`src/rtl/nv12_seq_pkg.sv`:
```
package nv12_seq_pkg;

    typedef enum logic [1:0] {
        ST_IDLE   = 2'd0,
        ST_LUMA   = 2'd1,
        ST_CHROMA = 2'd2,
        ST_FIN    = 2'd3
    } seq_state_e;

    typedef enum logic {
        PLANE_LUMA   = 1'b0,
        PLANE_CHROMA = 1'b1
    } plane_e;

endpackage

```
`src/rtl/nv12_cfg_check.sv`:
```
module nv12_cfg_check #(
    parameter int DW = 12,
    parameter int SW = 16
) (
    input  logic [DW-1:0] width,
    input  logic [DW-1:0] height,
    input  logic [SW-1:0] luma_stride,
    input  logic [SW-1:0] chroma_stride,
    output logic          cfg_bad
);
    localparam int CW = (DW > SW) ? DW : SW;

    logic [CW-1:0] w_ext;
    logic [CW-1:0] ls_ext;
    logic [CW-1:0] cs_ext;
    logic          odd_dim;
    logic          zero_dim;
    logic          short_stride;

    always_comb begin
        w_ext        = CW'(width);
        ls_ext       = CW'(luma_stride);
        cs_ext       = CW'(chroma_stride);
        odd_dim      = width[0] | height[0];
        zero_dim     = (width == '0) | (height == '0);
        short_stride = (ls_ext < w_ext) | (cs_ext < w_ext);
        cfg_bad      = odd_dim | zero_dim | short_stride;
    end

endmodule

```
`src/rtl/nv12_plane_walker.sv`:
```
module nv12_plane_walker #(
    parameter int AW = 32,
    parameter int CW = 12,
    parameter int SW = 16
) (
    input  logic          clk,
    input  logic          rst_n,
    input  logic          load,
    input  logic [AW-1:0] load_addr,
    input  logic [CW-1:0] load_lines,
    input  logic [SW-1:0] stride,
    input  logic          step,
    output logic [AW-1:0] line_addr,
    output logic          last_line
);
    logic [AW-1:0] addr_q;
    logic [CW-1:0] remain_q;

    always_ff @(posedge clk or negedge rst_n) begin
        if (!rst_n) begin
            addr_q   <= '0;
            remain_q <= '0;
        end else if (load) begin
            addr_q   <= load_addr;
            remain_q <= load_lines;
        end else if (step) begin
            addr_q   <= addr_q + AW'(stride);
            remain_q <= remain_q - 1'b1;
        end
    end

    always_comb begin
        line_addr = addr_q;
        last_line = (remain_q == CW'(1));
    end

    // the line count never underflows while stepping
    a_r5_no_step_past_end: assert property (@(posedge clk) disable iff (!rst_n)
        (step && !load) |-> (remain_q != '0));

endmodule

```
`src/rtl/nv12_line_seq.sv`:
```
module nv12_line_seq
    import nv12_seq_pkg::*;
#(
    parameter int AW = 32,
    parameter int DW = 12,
    parameter int SW = 16
) (
    input  logic          clk,
    input  logic          rst_n,
    input  logic          start,
    input  logic [AW-1:0] base_addr,
    input  logic [DW-1:0] width,
    input  logic [DW-1:0] height,
    input  logic [SW-1:0] luma_stride,
    input  logic [SW-1:0] chroma_stride,
    output logic          req_valid,
    input  logic          req_ready,
    output logic [AW-1:0] req_addr,
    output logic [DW-1:0] req_len,
    output logic          req_chroma,
    output logic          busy,
    output logic          done,
    output logic          config_error
);
    localparam int PW = 2 * DW;

    seq_state_e    state_q;
    seq_state_e    state_d;
    logic [DW-1:0] len_q;
    logic [DW-1:0] height_q;
    logic [AW-1:0] base_q;
    logic [SW-1:0] luma_stride_q;
    logic [SW-1:0] chroma_stride_q;
    logic          cfg_err_q;

    logic          cfg_bad;
    logic          idle;
    logic          start_take;
    logic          accept;
    logic [PW-1:0] luma_bytes;
    logic [AW-1:0] chroma_base;
    logic [DW-1:0] chroma_lines;
    logic [AW-1:0] luma_addr;
    logic [AW-1:0] chroma_addr;
    logic          luma_last;
    logic          chroma_last;
    logic          luma_step;
    logic          chroma_step;

    nv12_cfg_check #(.DW(DW), .SW(SW)) u_cfg (
        .width         (width),
        .height        (height),
        .luma_stride   (luma_stride),
        .chroma_stride (chroma_stride),
        .cfg_bad       (cfg_bad)
    );

    always_comb begin
        idle         = (state_q == ST_IDLE);
        start_take   = idle && start && !cfg_bad;
        luma_bytes   = PW'(width) * PW'(height);
        chroma_base  = base_addr + AW'(luma_bytes);
        chroma_lines = height >> 1;
        accept       = req_valid && req_ready;
        luma_step    = accept && (state_q == ST_LUMA);
        chroma_step  = accept && (state_q == ST_CHROMA);
    end

    nv12_plane_walker #(.AW(AW), .CW(DW), .SW(SW)) u_luma (
        .clk        (clk),
        .rst_n      (rst_n),
        .load       (start_take),
        .load_addr  (base_addr),
        .load_lines (height),
        .stride     (luma_stride_q),
        .step       (luma_step),
        .line_addr  (luma_addr),
        .last_line  (luma_last)
    );

    nv12_plane_walker #(.AW(AW), .CW(DW), .SW(SW)) u_chroma (
        .clk        (clk),
        .rst_n      (rst_n),
        .load       (start_take),
        .load_addr  (chroma_base),
        .load_lines (chroma_lines),
        .stride     (chroma_stride_q),
        .step       (chroma_step),
        .line_addr  (chroma_addr),
        .last_line  (chroma_last)
    );

    // next-state logic
    always_comb begin
        state_d = state_q;
        unique case (state_q)
            ST_IDLE:   if (start_take) state_d = ST_LUMA;
            ST_LUMA:   if (luma_step && luma_last) state_d = ST_CHROMA;
            ST_CHROMA: if (chroma_step && chroma_last) state_d = ST_FIN;
            ST_FIN:    state_d = ST_IDLE;
            default:   state_d = ST_IDLE;
        endcase
    end

    // state and captured geometry
    always_ff @(posedge clk or negedge rst_n) begin
        if (!rst_n) begin
            state_q         <= ST_IDLE;
            len_q           <= '0;
            height_q        <= '0;
            base_q          <= '0;
            luma_stride_q   <= '0;
            chroma_stride_q <= '0;
            cfg_err_q       <= 1'b0;
        end else begin
            state_q <= state_d;
            if (idle && start) begin
                cfg_err_q <= cfg_bad;
            end
            if (start_take) begin
                len_q           <= width;
                height_q        <= height;
                base_q          <= base_addr;
                luma_stride_q   <= luma_stride;
                chroma_stride_q <= chroma_stride;
            end
        end
    end

    // outputs
    always_comb begin
        req_valid    = 1'b0;
        req_chroma   = PLANE_LUMA;
        req_addr     = '0;
        done         = 1'b0;
        unique case (state_q)
            ST_IDLE: begin
            end
            ST_LUMA: begin
                req_valid = 1'b1;
                req_addr  = luma_addr;
            end
            ST_CHROMA: begin
                req_valid  = 1'b1;
                req_chroma = PLANE_CHROMA;
                req_addr   = chroma_addr;
            end
            ST_FIN: begin
                done = 1'b1;
            end
            default: begin
            end
        endcase
        req_len      = len_q;
        busy         = !idle;
        config_error = cfg_err_q;
    end

    // first request appears at the captured base, in the luma plane
    a_r2_first_request: assert property (@(posedge clk) disable iff (!rst_n)
        (idle && start && !cfg_bad) |=>
            (req_valid && !req_chroma && req_addr == $past(base_addr)));

    // an accepted luma line that is not the last moves by the luma stride
    a_r3_luma_stride: assert property (@(posedge clk) disable iff (!rst_n)
        (state_q == ST_LUMA && accept && !luma_last) |=>
            (!req_chroma && req_addr == $past(req_addr) + AW'(luma_stride_q)));

    // chroma plane begins W*H bytes past the base
    a_r4_chroma_origin: assert property (@(posedge clk) disable iff (!rst_n)
        (state_q == ST_LUMA && accept && luma_last) |=>
            (req_valid && req_chroma &&
             req_addr == base_q + AW'(PW'(len_q) * PW'(height_q))));

    // a stalled request holds steady
    a_r5_stall_hold: assert property (@(posedge clk) disable iff (!rst_n)
        (req_valid && !req_ready) |=>
            (req_valid && $stable(req_addr) && $stable(req_len) && $stable(req_chroma)));

    // done follows the final chroma acceptance and lasts one cycle
    a_r6_done_after_last: assert property (@(posedge clk) disable iff (!rst_n)
        (state_q == ST_CHROMA && accept && chroma_last) |=> (done && !req_valid));

    a_r6_done_single: assert property (@(posedge clk) disable iff (!rst_n)
        done |=> (!done && !busy));

    // a refused geometry never coexists with an active frame
    a_r7_error_quiet: assert property (@(posedge clk) disable iff (!rst_n)
        config_error |-> (!req_valid && !busy));

endmodule

```
`config.mk`:
```
export PLATFORM = sky130hd
export DESIGN_NAME = nv12_line_seq
export DESIGN_NICKNAME = d
export VERILOG_FILES = /design/src/rtl/nv12_seq_pkg.sv /design/src/rtl/nv12_cfg_check.sv /design/src/rtl/nv12_plane_walker.sv /design/src/rtl/nv12_line_seq.sv
export SDC_FILE = /design/constraint.sdc
export NUM_CORES = 1
export LEC_CHECK = 0
export BUFFER_PORTS_ARGS = -buffer_cell sky130_fd_sc_hd__buf_2
export CORE_MARGIN = 10
export CORE_UTILIZATION = 35
export CTS_BUF_LIST = sky130_fd_sc_hd__clkbuf_2
export DETAILED_ROUTE_END_ITERATION = 10
export GPL_TIMING_DRIVEN = 0
export HOLD_SLACK_MARGIN = 0.15
export PLACE_DENSITY = 0.53
export SYNTH_ARGS = -nofsm -noshare
export SYNTH_HDL_FRONTEND = slang
export SYNTH_HIERARCHICAL = 1
export SYNTH_SLANG_ARGS = --single-unit
```
`constraint.sdc`:
```
create_clock -name clk -period 3.8 [get_ports clk]
set_input_delay 0.19 -clock clk [delete_from_list [all_inputs] [get_ports clk]]
set_output_delay 0.19 -clock clk [all_outputs]
set_load 0.02 [all_outputs]
```
==> flow_metrics.py <==
metrics = {
    "outcome": {
        "status": "complete, but fails checks",
        "violations": "negative setup slack",
    },
    "clock_tree": {
        "cts_tree": "done",
        "numCtsBuffers": 17,
        "clkSinkCount": 135,
        "cts_buffer_depth": 2,
        "clk_pin_slew_ps": 180,
        "root_buffer": "clkbuf_2",
        "cts_max_level": 4,
        "worstSkewPairLatency_ps": 860,
    },
    "power_and_ir_drop": {
        "vdd_ir_drop_max_v": 0.000788,
        "leakagePower_nw": 9.91,
        "power.density_nw_per_um2": 991,
    },
    "floorplan": {
        "rows": 76,
        "die_h_um": 228,
        "io_pins": 141,
        "core_um2": 43000,
        "start_util_pct": 35.3,
        "die_area_um2": 52100,
        "die_x_um": 228,
    },
    "critical_path": {
        "worstPathRequired_ps": 4540,
        "rr_worst_depth": 11,
        "path_common_cell": "fa_1",
        "critical_path.slowest_cell": "fa_1",
        "worstPathCellList": "buf_12 -> clkbuf_16 -> and2_4 -> fa_1 -> inv_2 -> fa_1 -> inv_1 -> fa_1 -> fa_1 -> inv_1 -> fa_1 -> inv_2 -> ha_4 -> inv_2 -> o221ai_4 -> buf_4 -> a31oi_4 -> o31ai_4 -> buf_4 -> a21oi_2 -> xnor2_2 -> a22oi_1 -> nand3_1",
        "cp_data_arrival_time_ps": 5170,
        "cp_top_family": "adder cells",
        "crit_cells": 23,
        "critPathMaxStageDelay_ps": 550,
        "worstPathMaxFanout": 4,
        "crit_buf_inv": 9,
        "worstSetupEndpointType": "flop",
        "worstSetupPathType": "in2reg",
        "startpoint_type": "input port",
    },
    "drt": {
        "drtIter0Drc": 1133,
        "wire_per_inst_um": 20.8,
        "met2_length_um": 28000,
        "highest_layer": "met4",
        "m1WireLength_um": 25600,
        "route.met3.wl_um": 3150,
        "post_drt_via_cell_ratio": 5.23,
        "drc": 0,
        "wl_um": 58200,
        "vias": 14600,
        "postRouteAntennaNets": 0,
        "drtPass1Iterations": 5,
    },
    "sta": {
        "setup_viol": 23,
        "hold_violations": 0,
        "fin_worst_skew_ps": 41.9,
        "slew_viol_final": 0,
        "worstMarginPinSlew_ps": 891,
        "fmax_mhz": 225,
        "rsz0062_at_grt": "yes",
        "timing.hold.ws_ps": 216,
        "fin_crit_ps": 4440,
        "final.setup.worst_slack_ps": -636,
        "slew_headroom_pct": 40.2,
        "timing.final.crit_share_pct": 117,
    },
    "cells_and_area": {
        "multi_input_area_um2": 11500,
        "syn2layout_area_growth_pct": 38.6,
        "fillers": 4084,
        "final_layout_size_suffix_gt1_share_pct": 23.4,
        "finalInstanceArea_um2": 21000,
        "nets": 2546,
        "regArea_um2": 3380,
    },
    "grt": {
        "grt_pass1_vias": 15300,
        "track_usage_pct": 22.0,
        "grt_pass1_wl_um": 89800,
        "overflow": 0,
        "antenna_found_initial": 2,
        "grt_max_degree": 92,
    },
    "synth": {
        "synth.ff_latch_count": 135,
        "synth_edf_count": 0,
        "synth_nets": 2139,
        "synth-seq-area-share_pct": 22.2,
        "synth.distinct_cells": 81,
        "synthCells": 1791,
        "synth_area_um2": 15200,
        "avgSynthCellArea_um2": 8.48,
        "synthArstFlopShare_pct": 100,
        "yosys_warnings": 6,
        "synth_ff_type": "dfrtp_1",
    },
    "placement": {
        "dp_hpwl_um": 43900,
        "gp_congestion": 0.917,
        "port_buffers": 140,
        "place_area_um2": 17200,
    },
    "worst_hold_path": {
        "whs_path_depth": 4,
        "hp-class": "in2reg",
    },
    "run": {
        "cap_violations": 0,
    },
}
-- flip-flops by register name, summed over array words and instances, names as in the netlist --
register and cells:
u_chroma/remain_q 12, state_q 2, u_luma/line_addr 32, req_len 12, chroma_stride_q 16, u_chroma/line_addr 32
u_luma/remain_q 12, luma_stride_q 16, config_error 1
-- worst min-delay path, delay by kind of cell --
family,cells,cell delay (ps)
AO/OA/AOI/OAI,1,60
buffers and inverters,2,700
AND/OR/NAND/NOR,1,70
-- metrics by stage --
| stage | util, % | TNS, ps | power (mW) | instances | setup WS, ps |
|---|---|---|---|---|---|
| floorplan | - | -16250 | 11.5 | 1791 | -983 |
| global placement | 39.9 | -102640 | 14.7 | 2516 | -1840 |
| detailed placement | 40.0 | -104130 | 14.8 | 2517 | -1880 |
| CTS | 47.6 | -7170 | 18.9 | 2764 | -535 |
| global route | 49.0 | -13140 | 22.1 | 2797 | -780 |
| finish | 49.0 | -10490 | 20.9 | 2797 | -636 |
-- path summary, 6_finish.rpt --
kind                       slack (ps)          from                      to
setup / recovery                 -640      width[8]  u_chroma/line_addr[17]
hold / removal                    220  base_addr[5]     u_luma/line_addr[5]
setup reg to reg                  300    state_q[0]  u_chroma/line_addr[24]
hold reg to reg                   500   req_len[10]             req_len[10]
max in group asynchronous        2910         rst_n     u_luma/line_addr[4]
min in group asynchronous         370         rst_n  u_chroma/line_addr[26]
-- logic make-up (layout without fill, tap and decap cells) --
| kind of cell | Yosys count | in the layout | synth area share, % |
|---|---|---|---|
| compound gates | 341 | 341 | 15.6 |
| xor+xnor | 82 | 82 | 4.73 |
| fa+ha+maj | 256 | 256 | 27.3 |
| buf+inv | 312 | 732 | 8.23 |
| flops | 135 | 135 | 22.2 |
| mux | 21 | 21 | 1.44 |
| other cells | 1 | 2 | 0.0247 |
| simple gates | 643 | 643 | 20.5 |
-- cells in the mapped netlist, types with 4 or more instances --
cell type	count	share of area, %
nand2_1	322	8.0
inv_1	234	5.8
dfrtp_1	135	22
ha_1	131	11
fa_1	125	16
o21ai_0	93	3.1
and2_1	77	3.2
a21oi_1	61	2.0
clkbuf_1	58	1.4
nand3_1	58	1.9
xnor2_1	58	3.3
nor2_1	35	0.86
a22o_1	32	1.8
nor2b_1	31	1.3
xor2_1	24	1.4
nor3_1	22	0.72
a21o_1	21	1.0
a22oi_1	20	0.99
a211oi_1	18	0.89
nand4_1	18	0.74
and3_1	16	0.66
mux2i_1	14	0.92
nor4_1	13	0.54
o211ai_1	12	0.59
nand2b_1	9	0.37
o21ai_1	9	0.30
a31oi_1	8	0.33
mux2_2	7	0.52
a211o_1	6	0.35
and4_1	6	0.35
buf_1	6	0.15
buf_6	6	0.44
o21bai_1	6	0.30
a21oi_2	5	0.29
nand4b_1	5	0.29
nor3b_1	5	0.25
a2111o_1	4	0.30
o31a_1	4	0.23
or3_1	4	0.16
-- layer usage --
metal / up-vias / GRT usage [%]
li1: 6800 / -
met1: 7268 / 28.5
met2: 492 / 37.3
met3: 79 / 2.78
met4: 0 / 6.83
met5: - / 0
-- report_power, final --
part | total (mW) | switching [mW] | leakage (nW) | internal (mW)
clock network | 1.09 | 0.597 | 0.174 | 0.497
registers | 2.63 | 0.601 | 1.61 | 2.03
logic | 17.1 | 9.33 | 8.12 | 7.79
-- area by class of cell --
class	instances	share of cell area [%]
Inverter	235	4.19
Antenna cell	1	0.0119
Tap cell	585	3.48
Sequential cell	135	16.0
Multi-Input combinational cell	1344	54.8
Clock buffer	20	0.476
Clock inverter	12	0.862
Timing Repair Buffer	392	16.3
Buffer	73	3.82
-- cells in the final DEF (no fill, tap or decap), types with 10 or more instances in the layout --
cell type / netlist / final
buf_12: 0 / 16
mux2i_1: 14 / 14
fa_2: 0 / 10
a21oi_2: 5 / 12
xnor2_1: 58 / 43
a21o_1: 21 / 20
dlygate4sd3_1: 0 / 149
clkbuf_2: 0 / 23
xnor2_2: 0 / 14
clkbuf_16: 0 / 21
inv_1: 234 / 205
nand4_1: 18 / 18
ha_4: 0 / 15
nand3_1: 58 / 53
nor4_1: 13 / 12
nand2_1: 322 / 307
buf_4: 3 / 75
and2_4: 0 / 25
fa_1: 125 / 115
xor2_1: 24 / 21
nor2_1: 35 / 31
nor2b_1: 31 / 31
o21ai_0: 93 / 79
o211ai_1: 12 / 12
inv_2: 1 / 30
ha_1: 131 / 116
clkbuf_1: 58 / 30
a21oi_1: 61 / 46
and2_1: 77 / 51
a211oi_1: 18 / 17
and3_1: 16 / 14
a22oi_1: 20 / 19
dfrtp_1: 135 / 135
o21ai_1: 9 / 17
nor3_1: 22 / 19
buf_2: 2 / 117
a22o_1: 32 / 32
buf_6: 6 / 36
-- what timing repair did --
| item | in CTS | in global routing |
|---|---|---|
| gates cloned | 4 | 0 |
| hold buffers | 150 | 0 |
| setup endpoints to repair | 83 | 78 |
| pin swaps | 85 | 108 |
| resized for setup | 189 | 88 |
| buffers inserted | 62 | 35 |
| hold endpoints to repair | 253 | 0 |
No activity file was read; power rests on OpenSTA's default activity.
